<file path="src/rtl/lcd_seq_pkg.sv">
`timescale 1ns/1ps
package lcd_seq_pkg;

  localparam int DUTY_W = 3;
  localparam int COM_W  = 3;

  // strobes from the sequencing control to the timing datapath
  typedef struct packed {
    logic clr;   // hold all counters at zero
    logic load;  // capture timing settings (frame start)
    logic run;   // count input cycles
  } seqStrobe_t;

  function automatic logic [COM_W:0] comCount(input logic [DUTY_W-1:0] code);
    case (code)
      3'd0:    comCount = 4'd1;
      3'd1:    comCount = 4'd2;
      3'd2:    comCount = 4'd3;
      3'd3:    comCount = 4'd4;
      3'd4:    comCount = 4'd6;
      default: comCount = 4'd8;
    endcase
  endfunction

endpackage

</file>
<file path="src/rtl/lcd_seq_dp.sv">
`timescale 1ns/1ps
module lcd_seq_dp
  import lcd_seq_pkg::*;
#(
  parameter int PRE_W   = 4,
  parameter int DIV_W   = 5,
  parameter int DIV_MIN = 16,
  parameter int PULSE_W = 3
) (
  input  logic               clk,
  input  logic               rstN,
  input  seqStrobe_t         stb,
  input  logic [PRE_W-1:0]   preSel,
  input  logic [DIV_W-1:0]   divSel,
  input  logic [PULSE_W-1:0] pulseSel,
  output logic               phaseEnd,
  output logic               pulseWin
);

  localparam int PC_W = (1 << PRE_W) - 1;
  localparam int CW   = (DIV_W > PULSE_W) ? DIV_W : PULSE_W;

  logic [PRE_W-1:0]   shPre;
  logic [DIV_W-1:0]   shDiv;
  logic [PULSE_W-1:0] shPulse;
  logic [PC_W-1:0]    preCnt;
  logic [PC_W-1:0]    preMax;
  logic [DIV_W-1:0]   divCnt;
  logic [DIV_W-1:0]   divLoad;
  logic               preLast;
  logic               divLast;

  always_comb begin
    preMax  = PC_W'((64'd1 << shPre) - 64'd1);
    preLast = (preCnt == preMax);
    divLast = (divCnt == shDiv - 1'b1);
    divLoad = (divSel < DIV_W'(DIV_MIN)) ? DIV_W'(DIV_MIN) : divSel;
  end

  assign phaseEnd = preLast && divLast;
  assign pulseWin = CW'(divCnt) < CW'(shPulse);

  always_ff @(posedge clk) begin
    if (!rstN) begin
      shPre   <= '0;
      shDiv   <= DIV_W'(DIV_MIN);
      shPulse <= '0;
    end else if (stb.load) begin
      shPre   <= preSel;
      shDiv   <= divLoad;
      shPulse <= pulseSel;
    end
  end

  always_ff @(posedge clk) begin
    if (!rstN || stb.clr) begin
      preCnt <= '0;
      divCnt <= '0;
    end else if (stb.run) begin
      if (preLast) begin
        preCnt <= '0;
        divCnt <= divLast ? '0 : divCnt + 1'b1;
      end else begin
        preCnt <= preCnt + 1'b1;
      end
    end
  end

endmodule

</file>
<file path="src/rtl/lcd_seq_ctrl.sv">
`timescale 1ns/1ps
module lcd_seq_ctrl
  import lcd_seq_pkg::*;
#(
  parameter int DEAD_W = 3
) (
  input  logic              clk,
  input  logic              rstN,
  input  logic              enable,
  input  logic [DUTY_W-1:0] dutySel,
  input  logic [DEAD_W-1:0] deadSel,
  input  logic              sofClr,
  input  logic              phaseEnd,
  output seqStrobe_t        stb,
  output logic              running,
  output logic              firstCyc,
  output logic              inDead,
  output logic [COM_W-1:0]  comIdx,
  output logic              sofStb,
  output logic              sofFlag
);

  logic [COM_W:0]    shCom;
  logic [DEAD_W-1:0] shDead;
  logic [DEAD_W-1:0] deadCnt;
  logic              lastCom;
  logic              lastDead;
  logic              startCond;
  logic              endFrame;
  logic              stepPhase;

  always_comb begin
    lastCom   = ({1'b0, comIdx} == shCom - 1'b1);
    lastDead  = (deadCnt == shDead - 1'b1);
    startCond = enable && !running;
    stepPhase = running && phaseEnd;
    endFrame  = stepPhase && (inDead ? lastDead : (lastCom && (shDead == '0)));
    stb.clr   = !enable;
    stb.run   = running;
    stb.load  = enable && (startCond || endFrame);
    sofStb    = firstCyc && !inDead && (comIdx == '0);
  end

  always_ff @(posedge clk) begin
    if (!rstN) begin
      shCom  <= 4'd1;
      shDead <= '0;
    end else if (stb.load) begin
      shCom  <= comCount(dutySel);
      shDead <= deadSel;
    end
  end

  always_ff @(posedge clk) begin
    if (!rstN || !enable) begin
      running  <= 1'b0;
      firstCyc <= 1'b0;
      inDead   <= 1'b0;
      comIdx   <= '0;
      deadCnt  <= '0;
    end else begin
      running  <= 1'b1;
      firstCyc <= startCond || stepPhase;
      if (startCond) begin
        inDead  <= 1'b0;
        comIdx  <= '0;
        deadCnt <= '0;
      end else if (stepPhase) begin
        if (inDead) begin
          if (lastDead) inDead <= 1'b0;
          deadCnt <= deadCnt + 1'b1;
        end else if (lastCom) begin
          comIdx  <= '0;
          deadCnt <= '0;
          inDead  <= (shDead != '0);
        end else begin
          comIdx <= comIdx + 1'b1;
        end
      end
    end
  end

  always_ff @(posedge clk) begin
    if (!rstN) sofFlag <= 1'b0;
    else       sofFlag <= (sofFlag && !sofClr) || sofStb;
  end

endmodule

</file>
<file path="src/rtl/lcd_frame_seq.sv">
`timescale 1ns/1ps
module lcd_frame_seq
  import lcd_seq_pkg::*;
#(
  parameter int PRE_W   = 4,
  parameter int DIV_W   = 5,
  parameter int DIV_MIN = 16,
  parameter int DEAD_W  = 3,
  parameter int PULSE_W = 3
) (
  input  logic               clk,
  input  logic               rstN,
  input  logic               enable,
  input  logic [PRE_W-1:0]   preSel,
  input  logic [DIV_W-1:0]   divSel,
  input  logic [2:0]         dutySel,
  input  logic [DEAD_W-1:0]  deadSel,
  input  logic [PULSE_W-1:0] pulseSel,
  input  logic               sofClr,
  output logic               running,
  output logic [2:0]         comIdx,
  output logic               comActive,
  output logic               phaseStb,
  output logic               deadPhase,
  output logic               pulseOn,
  output logic               sofStb,
  output logic               sofFlag
);

  seqStrobe_t stb;
  logic       phaseEnd;
  logic       pulseWin;

  lcd_seq_ctrl #(.DEAD_W(DEAD_W)) i_ctrl (
    .clk      (clk),
    .rstN     (rstN),
    .enable   (enable),
    .dutySel  (dutySel),
    .deadSel  (deadSel),
    .sofClr   (sofClr),
    .phaseEnd (phaseEnd),
    .stb      (stb),
    .running  (running),
    .firstCyc (phaseStb),
    .inDead   (deadPhase),
    .comIdx   (comIdx),
    .sofStb   (sofStb),
    .sofFlag  (sofFlag)
  );

  lcd_seq_dp #(
    .PRE_W   (PRE_W),
    .DIV_W   (DIV_W),
    .DIV_MIN (DIV_MIN),
    .PULSE_W (PULSE_W)
  ) i_dp (
    .clk      (clk),
    .rstN     (rstN),
    .stb      (stb),
    .preSel   (preSel),
    .divSel   (divSel),
    .pulseSel (pulseSel),
    .phaseEnd (phaseEnd),
    .pulseWin (pulseWin)
  );

  assign comActive = running && !deadPhase;
  assign pulseOn   = comActive && pulseWin;

endmodule

</file>
<file path="config.mk">
export PLATFORM = sky130hd
export DESIGN_NAME = lcd_frame_seq
export DESIGN_NICKNAME = d
export VERILOG_FILES = /design/src/rtl/lcd_seq_pkg.sv /design/src/rtl/lcd_seq_dp.sv /design/src/rtl/lcd_seq_ctrl.sv /design/src/rtl/lcd_frame_seq.sv
export SDC_FILE = /design/constraint.sdc
export NUM_CORES = 1
export LEC_CHECK = 0
export ABC_CLOCK_PERIOD_IN_PS = 4100
export BUFFER_PORTS_ARGS = -buffer_cell sky130_fd_sc_hd__buf_4
export CORE_UTILIZATION = 30
export CTS_BUF_LIST = sky130_fd_sc_hd__clkbuf_16
export CTS_CLUSTER_SIZE = 16
export DETAILED_ROUTE_END_ITERATION = 10
export MAX_ROUTING_LAYER = met4
export PLACE_DENSITY_LB_ADDON = 0.12
export SYNTH_ARGS = -nofsm -noshare
export SYNTH_HDL_FRONTEND = slang
export SYNTH_HIERARCHICAL = 1
export SYNTH_SLANG_ARGS = --single-unit
</file>
<file path="constraint.sdc">
create_clock -name clk -period 4.1 [get_ports clk]
set_input_delay 0.615 -clock clk [delete_from_list [all_inputs] [get_ports clk]]
set_output_delay 0.615 -clock clk [all_outputs]
set_load 0.02 [all_outputs]
</file>
# [After elaboration in Yosys (flattened, before gate mapping)]
# Cells that the tools add are included.
[classes] add_sub_neg=8 magnitude_cmp=2 n_eq_ne=8 shifts=1 muxes=12 bitwise_logic=1 reduce_logical=29
[op_table] op="one-hot mux 4 bit (5 select lines)" count=1
[op_table] op="adder 15 x 1 -> 15 bit (second input constant)" count=1
[op_table] op="== test 15 bit" count=1
[op_table] op="two-way mux 15 bit" count=1
[op_table] op="<< shifter 1 x 4 -> 15 bit (first input constant)" count=1
[op_table] op="subtractor 15 x 1 -> 15 bit (second input constant)" count=1
[op_table] op="logical AND 1 bit" count=11
[op_table] op="two-way mux 5 bit" count=2
[op_table] op="logical NOT 3 bit" count=3
[op_table] op="two-way mux 3 bit" count=3
[op_table] op="adder 3 x 1 -> 3 bit (second input constant)" count=2
[op_table] op="== test 3 x 2 -> 1 bit (second input constant)" count=2
[op_table] op="AND reduction 2 bit" count=3
[op_table] op="adder 5 x 1 -> 5 bit (second input constant)" count=1
[op_table] op="== test 5 bit" count=1
[op_table] op="logical NOT 1 bit" count=5
[op_table] op="less-than comparator 5 x 3 -> 1 bit" count=1
[op_table] op="less-than comparator 5 bit (second input constant)" count=1
[op_table] op="two-way mux 1 bit" count=5
[op_table] op="subtractor 5 x 1 -> 5 bit (second input constant)" count=1
[op_table] op="== test 3 x 4 -> 1 bit" count=1
[op_table] op="logical OR 1 bit" count=4
[op_table] op="subtractor 4 x 1 -> 4 bit (second input constant)" count=1
[op_table] op="== test 3 x 1 -> 1 bit (second input constant)" count=1
[op_table] op="7 further kinds" count=7
[totals] ff_bits=49 inputBits=22 out_inout_bits=10 elab_cells=74

# [Logic depth before layout (Yosys ltp)]
# Gate-level depths: netlist of the first run.
[depth] word_depth=8 ltp_mapped=19 ltp_nobuf=15

# [Cells and area by module]
# Netlist of the first run, hierarchy kept.
[modules_own_cells] mod="lcd_seq_dp" n_inst=1 cells_per_inst=244 area_per_inst_um2=2029.4 seq_area_each_um2=620.6
[modules_own_cells] mod="lcd_seq_ctrl" n_inst=1 cells_per_inst=115 area_per_inst_um2=975.9 seq_area_each_um2=340.3
[modules_own_cells] mod="lcd_frame_seq" n_inst=1 cells_per_inst=2 area_per_inst_um2=15.0 seq_area_each_um2=0.0

# [Worst setup path after synthesis of the first run]
# No wires, ideal clock.
[synth_timing] path_type="flip-flop to flip-flop" startpoint="register i_dp.shPre[2]" endpoint="register i_dp.shDiv[0]" setup_ns=0.115 arrival_time_ns=4.165 required_ns=3.985 path_slack_ns=-0.180 path_stages_with_launch=19 path_buffers=4 synth_period_minus_slack_ns=4.280 cell_sequence="dfxtp_1 buf_2 nor3_1 nand2b_1 ha_1 clkbuf_1 or3_1 a21oi_1 o21ai_0 a2111oi_0 nand4_1 nor2_1 nand2b_1 a221o_2 inv_2 clkbuf_1 clkbuf_1 o21ai_0 and2_1"
[synth_rtl] element="start, declared" line="lcd_seq_dp.sv:23" text="logic [PRE_W-1:0] shPre;"
[synth_rtl] element="start signal, assigned" line="lcd_seq_dp.sv:49" text="shPre <= preSel;"
[synth_rtl] element="end signal, assigned" line="lcd_seq_dp.sv:46" text="shDiv <= DIV_W'(DIV_MIN);"
[synth_rtl] element="end signal, assigned" line="lcd_seq_dp.sv:50" text="shDiv <= divLoad;"
[synth_rtl] element="end, declared" line="lcd_seq_dp.sv:24" text="logic [DIV_W-1:0] shDiv;"

==> qor.txt, run 1 <==
Status - completed
Worst-margin pin slew - 0.575 ns
Die ar. - 0.0105 mm²
Die Y - 102 µm
GRT overflow - 0
DRC Markers - 0
Hold Slack - 0.463 ns
WP data required - 4.28 ns
Mapped Nets - 395
Setup TNS Final - 0 ns
Post-route ant nets - 0
Netlist Area Pre-Place - 0.00302 mm²
Max Buffers Root-to-Sink - 2
Synth Warn # - 6
Post-DR wirelength/cell - 13.0 µm
Register Area - 961 µm²
Post-Synth Simple-Gate Area - 27.0%
Synth Register Bits - 48
Reg clk slew, reported paths - 0.07 ns
Avg Synthesized Cell Area - 8.37 µm²
Total vias in the final route - 2,549
R2R depth - 14
Clock Skews - 0.00485 ns
Fin nets - 424
Power per cell area - 317 mW/mm²
Synth cell types - 61
Max-cap check violation count - 0
Critical R2R Launch - i_dp/shPre[3]$_SDFFE_PN0P_
Crit-path max cell delay - 0.48 ns
CTS tree - yes
Design Area, Final - 0.00355 mm²
Crit-path leading delay family - compound AO/OA/AOI/OAI gates
Worst vdd rail ir drop - 0.000192 V
Met1 usage - 19.5%
Final period util - 89.6%
Worst Path Buf+Inv - 1
I/O pin count - 32
Commonest non-fill, non-tap cell in the layout - dfxtp_1
Hold Path Stages - 2
Largest net degree at the start of global routing - 30
Post-Syn Instances - 361
Final core utilization - 36.3%
Diodes inserted - 0
M3 GR Usage - 2.87%
Slowest-stage cell, CP - a221o_2
Post-synthesis mux area share - 6.79%
Fill cells - 1,023
# setup viols final - 0
Xor/xnor share of the synthesized area - 8.86%
Core Area - 0.00977 mm²
Most frequent cells in the layout - dfxtp_1 (48), buf_4 (38), nand2_1 (36)
Post-Synth Adder-Cell Area - 4.97%
Root Driver - clkbuf_16
Area Growth Syn to Fin - 17.6%
RSZ-0062 raised after global routing - false
Hold Path Class - reg -> reg
First-pass GRT wire length - 11,600 µm
Initial Util - 30.9%
Global route hottest layer - met2
Reg2reg end - i_dp/shDiv[0]$_SDFFE_PN0P_
FFs w/ async S/R, synth - 0%
Placer Congestion - 0.772
Post-synth EDFFs - 0
Final hold vios - 0
Endpoint, Worst Hold - i_ctrl/shDead[1]$_SDFFE_PN0P_
DR pass1 iterations - 4
Clk_lat worst skew - 0.29 ns
Crit Path Class - reg -> reg
Crit path launch type - flip-flop
H-Tree Depth - 2
Total Wirelength - 6810 µm
Hold Crit Start - i_ctrl/shDead[1]$_SDFFE_PN0P_
Slew margin rel. - 61.6%
Initial antenna violation count - 0
Leakage power - 1.41 nW
Largest family of logic cells by synthesized area - simple AND/OR/NAND/NOR gates
CP cell instances - nor3_4 -> nand2b_1 -> ha_1 -> or3_1 -> a21oi_1 -> o21ai_0 -> a2111oi_1 -> nand4_1 -> nor2_1 -> nand2b_1 -> a221o_2 -> inv_4 -> o21ai_0 -> and2_1
Element type at the critical path end - flip-flop
Clock Sink Count - 48
Number of global-route vias before repair - 2,424
Compound-Gate Fraction of Synth Area - 15.9%
Post-synthesis sequential area ratio - 31.8%
Fmax - 272 MHz
Area occupied by multi-input gates - 0.00193 mm²
Via density - 4.86
Setup ws final - 0.425 ns
Postcts setup bufs - 0
Global Route met2 Usage - 21.4%
Post-synth top flop - dfxtp_1
Num CTS Buffers - 5
Min cycle time layout - 3.68 ns
Critical Path AT - 3.86 ns
Fraction of layout cells with a size suffix above 1 - 14.6%
CP Max Fanout - 18
Die X - 102 µm
Num rows - 36
GRT Total Usage - 14.4%
Buffers on Ports - 31
Placed inst area - 0.00340 mm²
Worst reg-to-reg setup slack - 0.42 ns
Drt first-iter violations - 36
Final Max Tran Viols - 0
Placement Setup Slack - 0.0973 ns
Post-DP HPWL - 4970 µm
-- Yosys cell counts (2+ instances only) --
library cell / instances / area share (%)
a2111oi_0: 2 / 0.58
nor2_1: 26 / 3.2
nor2b_1: 16 / 3.3
inv_1: 16 / 2.0
nand2b_1: 12 / 2.5
nor4b_1: 2 / 0.58
and3_1: 6 / 1.2
or3_1: 2 / 0.41
dfxtp_1: 48 / 32
o21bai_1: 2 / 0.50
mux2i_1: 19 / 6.3
ha_1: 12 / 5.0
nor3b_1: 3 / 0.75
xnor2_1: 13 / 3.8
a21oi_1: 22 / 3.6
nor3_1: 9 / 1.5
o2bb2ai_1: 2 / 0.58
a21o_1: 2 / 0.50
nand3_1: 14 / 2.3
o21a_1: 4 / 0.99
and4_1: 3 / 0.87
nand4_1: 4 / 0.83
clkbuf_1: 8 / 0.99
a32o_1: 2 / 0.66
buf_2: 5 / 0.83
a211oi_1: 4 / 0.99
and3b_1: 2 / 0.58
and2_1: 6 / 1.2
o211a_1: 2 / 0.66
o21ai_0: 11 / 1.8
a21boi_0: 2 / 0.50
o22ai_1: 2 / 0.41
nand2_1: 36 / 4.5
xor2_1: 15 / 4.3
-- stage by stage --
step / total power [mW] / instances
after floorplan: 0.664 / 361
after global placement: 0.723 / 516
after detailed placement: 0.725 / 516
after CTS: 1.14 / 524
after global routing: 1.19 / 524
final: 1.13 / 524
-- flip-flops by register name, summed over array words and instances (netlist names), 3 cells and up --
name            flops
i_dp/preCnt        15
i_dp/divCnt         5
i_ctrl/shCom        4
i_dp/shDiv          4
i_dp/shPre          4
i_ctrl/comIdx       3
i_ctrl/deadCnt      3
i_ctrl/shDead       3
i_dp/shPulse        3
-- worst max path at each step --
stage,depth (start not counted),to,startpoint
after floorplan,18,i_dp/shPre[1]$_SDFFE_PN0P_,i_dp/shPre[2]$_SDFFE_PN0P_
after global placement,14,i_dp/shDiv[3]$_SDFFE_PN0P_,i_dp/shPre[3]$_SDFFE_PN0P_
after detailed placement,14,i_dp/shDiv[3]$_SDFFE_PN0P_,i_dp/shPre[3]$_SDFFE_PN0P_
after CTS,14,i_dp/shDiv[3]$_SDFFE_PN0P_,i_dp/shPre[3]$_SDFFE_PN0P_
after global routing,15,i_dp/shDiv[3]$_SDFFE_PN0P_,i_dp/shPre[3]$_SDFFE_PN0P_
final,14,i_dp/shDiv[0]$_SDFFE_PN0P_,i_dp/shPre[3]$_SDFFE_PN0P_
-- repair_timing --
item	in CTS	in global routing
setup endpoints to repair	0	14
hold endpoints to repair	0	0
hold buffers	0	0
resized for setup	0	4
-- power breakdown --
group / internal, mW / total, mW / switching, mW
Combinational: 0.104 / 0.222 / 0.118
Clock: 0.226 / 0.411 / 0.185
Sequential: 0.479 / 0.494 / 0.0145
Total: 0.809 / 1.13 / 0.318
-- worst reg2reg max path: stages (launching register included) --
cell	delay, ns
dfxtp_1	0.33
nor3_4	0.29
nand2b_1	0.10
ha_1	0.24
or3_1	0.31
a21oi_1	0.16
o21ai_0	0.17
a2111oi_1	0.43
nand4_1	0.25
nor2_1	0.19
nand2b_1	0.07
a221o_2	0.48
inv_4	0.25
o21ai_0	0.14
and2_1	0.16
-- area by class of cell --
| class | count | area share [%] |
|---|---|---|
| clock buffer | 5 | 3.52 |
| clock inverter | 3 | 0.493 |
| inverter | 17 | 1.87 |
| multi-input combinational | 280 | 54.4 |
| sequential | 48 | 27.1 |
| tap | 133 | 4.68 |
| timing repair buffer | 38 | 8.03 |
-- kinds of logic after synthesis --
kind of cell | after synthesis
muxes | 20
xor gates and xnor gates | 29
AOI/OAI and AO/OA | 69
and+or+nand+nor | 150
DFF | 48
adders and majority gates | 12
buffers and inverters | 33
-- per-layer routing --
| metal | vias up | share of wire [%] |
|---|---|---|
| met5 | - | 0 |
| met4 | 0 | 1.5 |
| met3 | 7 | 2.7 |
| met2 | 39 | 43 |
| met1 | 1180 | 53 |
| li1 | 1323 | - |
No activity file was read; power rests on OpenSTA's default activity.
==> inputs of run 2 (changes only) <==
--- a/config.mk
+++ b/config.mk
@@ -8,7 +8,6 @@
 export ABC_CLOCK_PERIOD_IN_PS = 4100
 export BUFFER_PORTS_ARGS = -buffer_cell sky130_fd_sc_hd__buf_4
 export CORE_UTILIZATION = 30
-export CTS_BUF_LIST = sky130_fd_sc_hd__clkbuf_16
 export CTS_CLUSTER_SIZE = 16
 export DETAILED_ROUTE_END_ITERATION = 10
 export MAX_ROUTING_LAYER = met4
==> qor.txt, run 2 (synthesized netlist as in run 1, its figures left out) <==
CP Max Fanout - 18 (unchanged)
Initial Util - 30.9% (unchanged)
Area Growth Syn to Fin - 16.1%
Slowest-stage cell, CP - a221o_2
GRT overflow - 0 (unchanged)
Fill cells - 1,028 (+0.49%)
Power per cell area - 293 mW/mm² (-7.5%)
GRT Total Usage - 14.3% (-0.12 points)
Final hold vios - 0 (unchanged)
Num rows - 36 (unchanged)
Die ar. - 0.0105 mm² (unchanged)
Total Wirelength - 6760 µm (-0.76%)
Clock Sink Count - 48 (unchanged)
RSZ-0062 raised after global routing - false
Final Max Tran Viols - 0 (unchanged)
Setup TNS Final - 0 ns (unchanged)
Crit Path Class - reg -> reg
Total vias in the final route - 2,566 (+0.67%)
Commonest non-fill, non-tap cell in the layout - dfxtp_1
CTS tree - yes
DR pass1 iterations - 4 (unchanged)
Max Buffers Root-to-Sink - 2 (unchanged)
Buffers on Ports - 31 (unchanged)
First-pass GRT wire length - 11,500 µm (-0.12%)
Num CTS Buffers - 5 (unchanged)
Leakage power - 1.39 nW (-1.4%)
Critical Path AT - 3.90 ns (+0.04 ns)
Worst vdd rail ir drop - 0.000120 V (-38%)
Cts hold-fix bufs - 0 (unchanged)
Element type at the critical path end - flip-flop
Hold Path Class - reg -> reg
Crit path launch type - flip-flop
WP data required - 4.31 ns (+0.03 ns)
Placer Congestion - 0.772 (unchanged)
Fin nets - 424 (unchanged)
Largest net degree at the start of global routing - 30 (unchanged)
Min cycle time layout - 3.69 ns (+0.0160 ns)
Drt first-iter violations - 43 (+19%)
Clk_lat worst skew - 0.30 ns (about the same)
H-Tree Depth - 2 (unchanged)
Worst-margin pin slew - 0.599 ns (+0.0242 ns)
Placement Setup Slack - 0.0973 ns (unchanged)
Final core utilization - 35.9% (-0.47 points)
Fmax - 271 MHz (-0.43%)
Root Driver - clkbuf_8
Cells after DPL - 516 (unchanged)
Clock Skews - 0.00560 ns (+0.000753 ns)
Reg clk slew, reported paths - 0.10 ns (+0.03 ns)
Die Y - 102 µm (unchanged)
Post-route ant nets - 0 (unchanged)
Core Area - 0.00977 mm² (unchanged)
Diodes inserted - 0 (unchanged)
Status - completed
Post-DR wirelength/cell - 12.9 µm (-0.76%)
Number of global-route vias before repair - 2,430 (+0.25%)
Die X - 102 µm (unchanged)
Setup ws final - 0.409 ns (-0.0160 ns)
Largest reg by FF count - i_dp/preCnt
Slew margin rel. - 60.0% (-1.6 points)
DRC Markers - 0 (unchanged)
Max-cap check violation count - 0 (unchanged)
Via density - 4.90 (+0.67%)
Fraction of layout cells with a size suffix above 1 - 14.8% (+0.26 points)
Max reg flops - 15 (unchanged)
Final period util - 90.0% (+0.39 points)
CP cell instances - nor3_4 -> nand2b_1 -> ha_1 -> or3_1 -> a21oi_1 -> o21ai_0 -> a2111oi_1 -> nand4_1 -> nor2_1 -> nand2b_1 -> a221o_2 -> inv_4 -> o21ai_0 -> and2_1
Initial antenna violation count - 0 (unchanged)
Most frequent cells in the layout - dfxtp_1 (48), buf_4 (38), nand2_1 (36)
Crit-path max cell delay - 0.48 ns (about the same)
Final instance count without filler cells - 524 (unchanged)
Biggest regs - i_dp/preCnt (15), i_dp/divCnt (5)
# setup viols final - 0 (unchanged)
I/O pin count - 32 (unchanged)
Post-DP HPWL - 4970 µm (unchanged)
## run 2: cell types whose count changed in the layout (fill, tap and decap cells not counted)
cell	change
clkbuf_8	+6
clkbuf_16	-5
clkinv_1	-1
## run 2: layout make-up
| cell class | instances | area, µm² | share of cell area (%) |
|---|---|---|---|
| Timing Repair Buffer | 38 | 285 | 8.14 |
| Sequential cell | 48 | 961 | 27.4 |
| Inverter | 17 | 66.3 | 1.89 |
| Clock inverter | 2 | 13.8 | 0.393 |
| Multi-Input combinational cell | 280 | 1930 | 55.1 |
| Tap cell | 133 | 166 | 4.75 |
| Clock buffer | 6 | 82.6 | 2.36 |
## run 2: metrics by stage
stage	cell area, µm²	power [mW]	hold slack (ns)
final	3510	1.03	0.468
after global routing	3510	1.09	0.516
after CTS	3500	1.05	0.474
after detailed placement	3400	0.725	0.452
after global placement	3400	0.723	0.449
after floorplan	3030	0.664	0.435
## run 2: path summary, 6_finish.rpt
check             depth (start not counted)                            end                          start  slack (ns)
hold reg to reg                           2  i_ctrl/shDead[1]$_SDFFE_PN0P_  i_ctrl/shDead[1]$_SDFFE_PN0P_        0.47
setup reg to reg                         14     i_dp/shDiv[3]$_SDFFE_PN0P_     i_dp/shPre[3]$_SDFFE_PN0P_        0.41
setup / recovery                         14     i_dp/shDiv[3]$_SDFFE_PN0P_     i_dp/shPre[3]$_SDFFE_PN0P_        0.41
hold / removal                            2  i_ctrl/shDead[1]$_SDFFE_PN0P_  i_ctrl/shDead[1]$_SDFFE_PN0P_        0.47
## run 2: where the power goes
group          switching, mW  internal, mW  leakage (nW)
Sequential            0.0146         0.479         0.390
Clock                  0.175         0.139        0.0516
Combinational          0.118         0.104         0.946
Total                  0.307         0.722          1.39
## run 2: what timing repair did
item,CTS,global route
setup endpoints to repair,0,14
buffers inserted,0,0
gates resized for setup,0,4
## run 2: metal layers
layer | vias up | GRT usage, % | part of all wire, %
met3 | 9 | 2.67 | 3.3
li1 | 1321 | - | -
met1 | 1192 | 19.6 | 53
met2 | 44 | 21.1 | 43
met4 | 0 | 4.51 | 1.5
met5 | - | - | 0
## run 2: critical path: cells and delay by family (launching register included)
kind	cells	cell delay, ns
AO/OA/AOI/OAI	5	1.38
adder cells (fa/ha/maj)	1	0.24
buffers and inverters	1	0.25
flip-flops	1	0.34
AND/OR/NAND/NOR	7	1.37
==> inputs of run 3 (changes only) <==
--- a/config.mk
+++ b/config.mk
@@ -14,5 +14,4 @@
 export PLACE_DENSITY_LB_ADDON = 0.12
 export SYNTH_ARGS = -nofsm -noshare
 export SYNTH_HDL_FRONTEND = slang
-export SYNTH_HIERARCHICAL = 1
 export SYNTH_SLANG_ARGS = --single-unit
==> qor.txt, run 3 <==
Total Wirelength - 7370 µm (+9.0%)
Post-synth top cells - nand2_1 (52), dfxtp_1 (48), nor2_1 (33)
Placed inst area - 0.00342 mm² (+0.59%)
Top Layer Used - met4
Leakage power - 1.37 nW (-1.4%)
Post-synth top area share - 31.4% (-0.42 points)
Post-synth top flop - dfxtp_1
Largest reg by FF count - i_dp.preCnt
Fmax - 287 MHz (+5.9%)
Buffers on Ports - 31 (unchanged)
DR pass1 iterations - 6 (+2)
Drt first-iter violations - 55 (+28%)
Post-DP HPWL - 5510 µm (+11%)
Final hold vios - 0 (unchanged)
Post-Synth Adder-Cell Area - 4.91% (-0.065 points)
Crit-path max cell delay - 0.54 ns (+0.06 ns)
Num CTS Buffers - 5 (unchanged)
Crit-path leading delay family - simple AND/OR/NAND/NOR gates
Fin nets - 437 (+3.1%)
CTS tree - yes
Commonest non-fill, non-tap cell in the layout - nand2_1
Mapped Nets - 408 (+3.3%)
Status - completed
Synth cell types - 66 (+8.2%)
CTS-repair resized insts - 0 (unchanged)
Synth Register Bits - 48 (unchanged)
Final Max Tran Viols - 0 (unchanged)
Final period util - 85.0% (-5.0 points)
Worst Path Buf+Inv - 1 (unchanged)
Post-synthesis mux area share - 7.24% (+0.44 points)
Cells after DPL - 529 (+2.5%)
Fraction of layout cells with a size suffix above 1 - 15.8% (+1.0 points)
Die X - 103 µm (+0.64%)
Slew margin rel. - 54.4% (-5.6 points)
Most common cell in the synthesized netlist - nand2_1
Placement Setup Slack - 0.620 ns (+0.523 ns)
Root Driver - clkbuf_8
Xor/xnor share of the synthesized area - 8.30% (-0.57 points)
Slowest-stage cell, CP - or4_1
Clock Skews - 0.0101 ns (+0.00446 ns)
Total vias in the final route - 2,605 (+1.5%)
Netlist Area Pre-Place - 0.00306 mm² (+1.3%)
Avg Synthesized Cell Area - 8.18 µm² (-2.2%)
Postcts setup bufs - 0 (unchanged)
Fill cells - 1,073 (+4.4%)
Num rows - 36 (unchanged)
Min cycle time layout - 3.49 ns (-0.205 ns)
Hold Slack - 0.471 ns (+0.00316 ns)
Crit path launch type - flip-flop
Post-synth EDFFs - 0 (unchanged)
Number of global-route vias before repair - 2,439 (+0.37%)
Design Area, Final - 0.00354 mm² (+0.86%)
DRC Markers - 0 (unchanged)
I/O pin count - 32 (unchanged)
Placer Congestion - 0.780 (+1.1%)
DRT met1 WL - 3660 µm (+3.0%)
Met2 wire length - 3480 µm (+21%)
Pwr Total - 1.04 mW (+1.2%)
Max reg flops - 15 (unchanged)
Worst vdd rail ir drop - 0.000129 V (+7.6%)
First-pass GRT wire length - 12,300 µm (+6.2%)
Initial antenna violation count - 0 (unchanged)
Area leader, netlist - dfxtp_1
Die Y - 103 µm (+0.64%)
Post-DR wirelength/cell - 13.7 µm (+6.4%)
Wire length on met3 - 197 µm (-11%)
Synth top area cells - dfxtp_1 (31%), mux2i_1 (6.9%), nand2_1 (6.4%)
Setup ws final - 0.614 ns (+0.205 ns)
Clk_lat worst skew - 0.30 ns (about the same)
Worst-margin pin slew - 0.679 ns (+0.0798 ns)
Die ar. - 0.0106 mm² (+1.3%)
Largest family of logic cells by synthesized area - simple AND/OR/NAND/NOR gates
Setup TNS Final - 0 ns (unchanged)
Power per cell area - 295 mW/mm² (+0.38%)
Post-Synth Simple-Gate Area - 29.1% (+2.1 points)
FFs w/ async S/R, synth - 0% (unchanged)
Area Growth Syn to Fin - 15.5%
Reg clk slew, reported paths - 0.10 ns (about the same)
# setup viols final - 0 (unchanged)
Compound-Gate Fraction of Synth Area - 12.9% (-3.0 points)
Hold Path Class - reg -> reg
Crit Path Class - reg -> reg
Element type at the critical path end - flip-flop
Post-synthesis sequential area ratio - 31.4% (-0.42 points)
Final core utilization - 36.0% (+0.14 points)
Diodes inserted - 0 (unchanged)
WP data required - 4.29 ns (-0.02 ns)
Most frequent cells in the layout - nand2_1 (52), dfxtp_1 (48), buf_4 (41)
Max-cap check violation count - 0 (unchanged)
Biggest regs - i_dp.preCnt (15), i_dp.divCnt (5)
GRT overflow - 0 (unchanged)
Via density - 4.85 (-0.94%)
Synth Warn # - 0 (-6)
H-Tree Depth - 2 (unchanged)
CP cell instances - or4_4 -> ha_1 -> nor2b_2 -> and3_1 -> o31a_1 -> or4_1 -> or3_4 -> a2bb2oi_2 -> buf_4 -> mux2i_1
Critical Path AT - 3.68 ns (-0.22 ns)
Largest net degree at the start of global routing - 39 (+30%)
Final instance count without filler cells - 537 (+2.5%)
Post-Syn Instances - 374 (+3.6%)
Post-route ant nets - 0 (unchanged)
GRT Total Usage - 15.6% (+1.2 points)
Cts hold-fix bufs - 0 (unchanged)
CP Max Fanout - 13 (-5)
Initial Util - 31.2% (+0.27 points)
Core Area - 0.00982 mm² (+0.46%)
Clock Sink Count - 48 (unchanged)
RSZ-0062 raised after global routing - false
Max Buffers Root-to-Sink - 2 (unchanged)
run 3: where the power goes:
| part | switching (mW) | leakage, nW | internal, mW |
|---|---|---|---|
| Clock | 0.178 | 0.0583 | 0.184 |
| Sequential | 0.0112 | 0.390 | 0.478 |
| Combinational | 0.108 | 0.920 | 0.0820 |
| Total | 0.297 | 1.37 | 0.745 |
run 3: worst paths after layout:
check,start,to,slack [ns],depth (start not counted)
worst max-delay path,i_dp.shPre[2]$_SDFFE_PN0P_,i_dp.shPre[2]$_SDFFE_PN0P_,0.61,10
worst min-delay path,i_ctrl.shDead[1]$_SDFFE_PN0P_,i_ctrl.shDead[1]$_SDFFE_PN0P_,0.47,2
worst max register to register,i_dp.shPre[2]$_SDFFE_PN0P_,i_dp.shPre[2]$_SDFFE_PN0P_,0.61,10
worst min register to register,i_ctrl.shDead[1]$_SDFFE_PN0P_,i_ctrl.shDead[1]$_SDFFE_PN0P_,0.47,2
run 3: worst min-delay path, delay by kind of cell (launching register included):
| kind | cells | cell delay [ns] |
|---|---|---|
| DFF | 1 | 0.32 |
| muxes | 1 | 0.06 |
| and+or+nand+nor | 1 | 0.05 |
run 3: logic make-up (layout without fill, tap and decap cells):
family                   after synthesis  in the layout
XOR/XNOR                              29             29
AND/OR/NAND/NOR                      167            167
multiplexers                          22             22
buffers and inverters                 37             67
AO/OA/AOI/OAI                         59             59
adder cells (fa/ha/maj)               12             12
flip-flops                            48             48
run 3: area by class of cell:
type / instances / area, µm² / area share, %
multi-input combinational: 289 / 1920 / 54.2
sequential: 48 / 961 / 27.2
timing repair buffer: 41 / 308 / 8.70
tap: 133 / 166 / 4.71
clock buffer: 5 / 68.8 / 1.95
inverter: 18 / 67.6 / 1.91
clock inverter: 3 / 47.5 / 1.34
run 3: routing by layer:
metal  GRT usage [%]  vias to the layer above
li1                -                     1358
met1            21.1                     1209
met2            24.6                       36
met3            2.24                        2
met4            3.25                        0
met5               -                        -
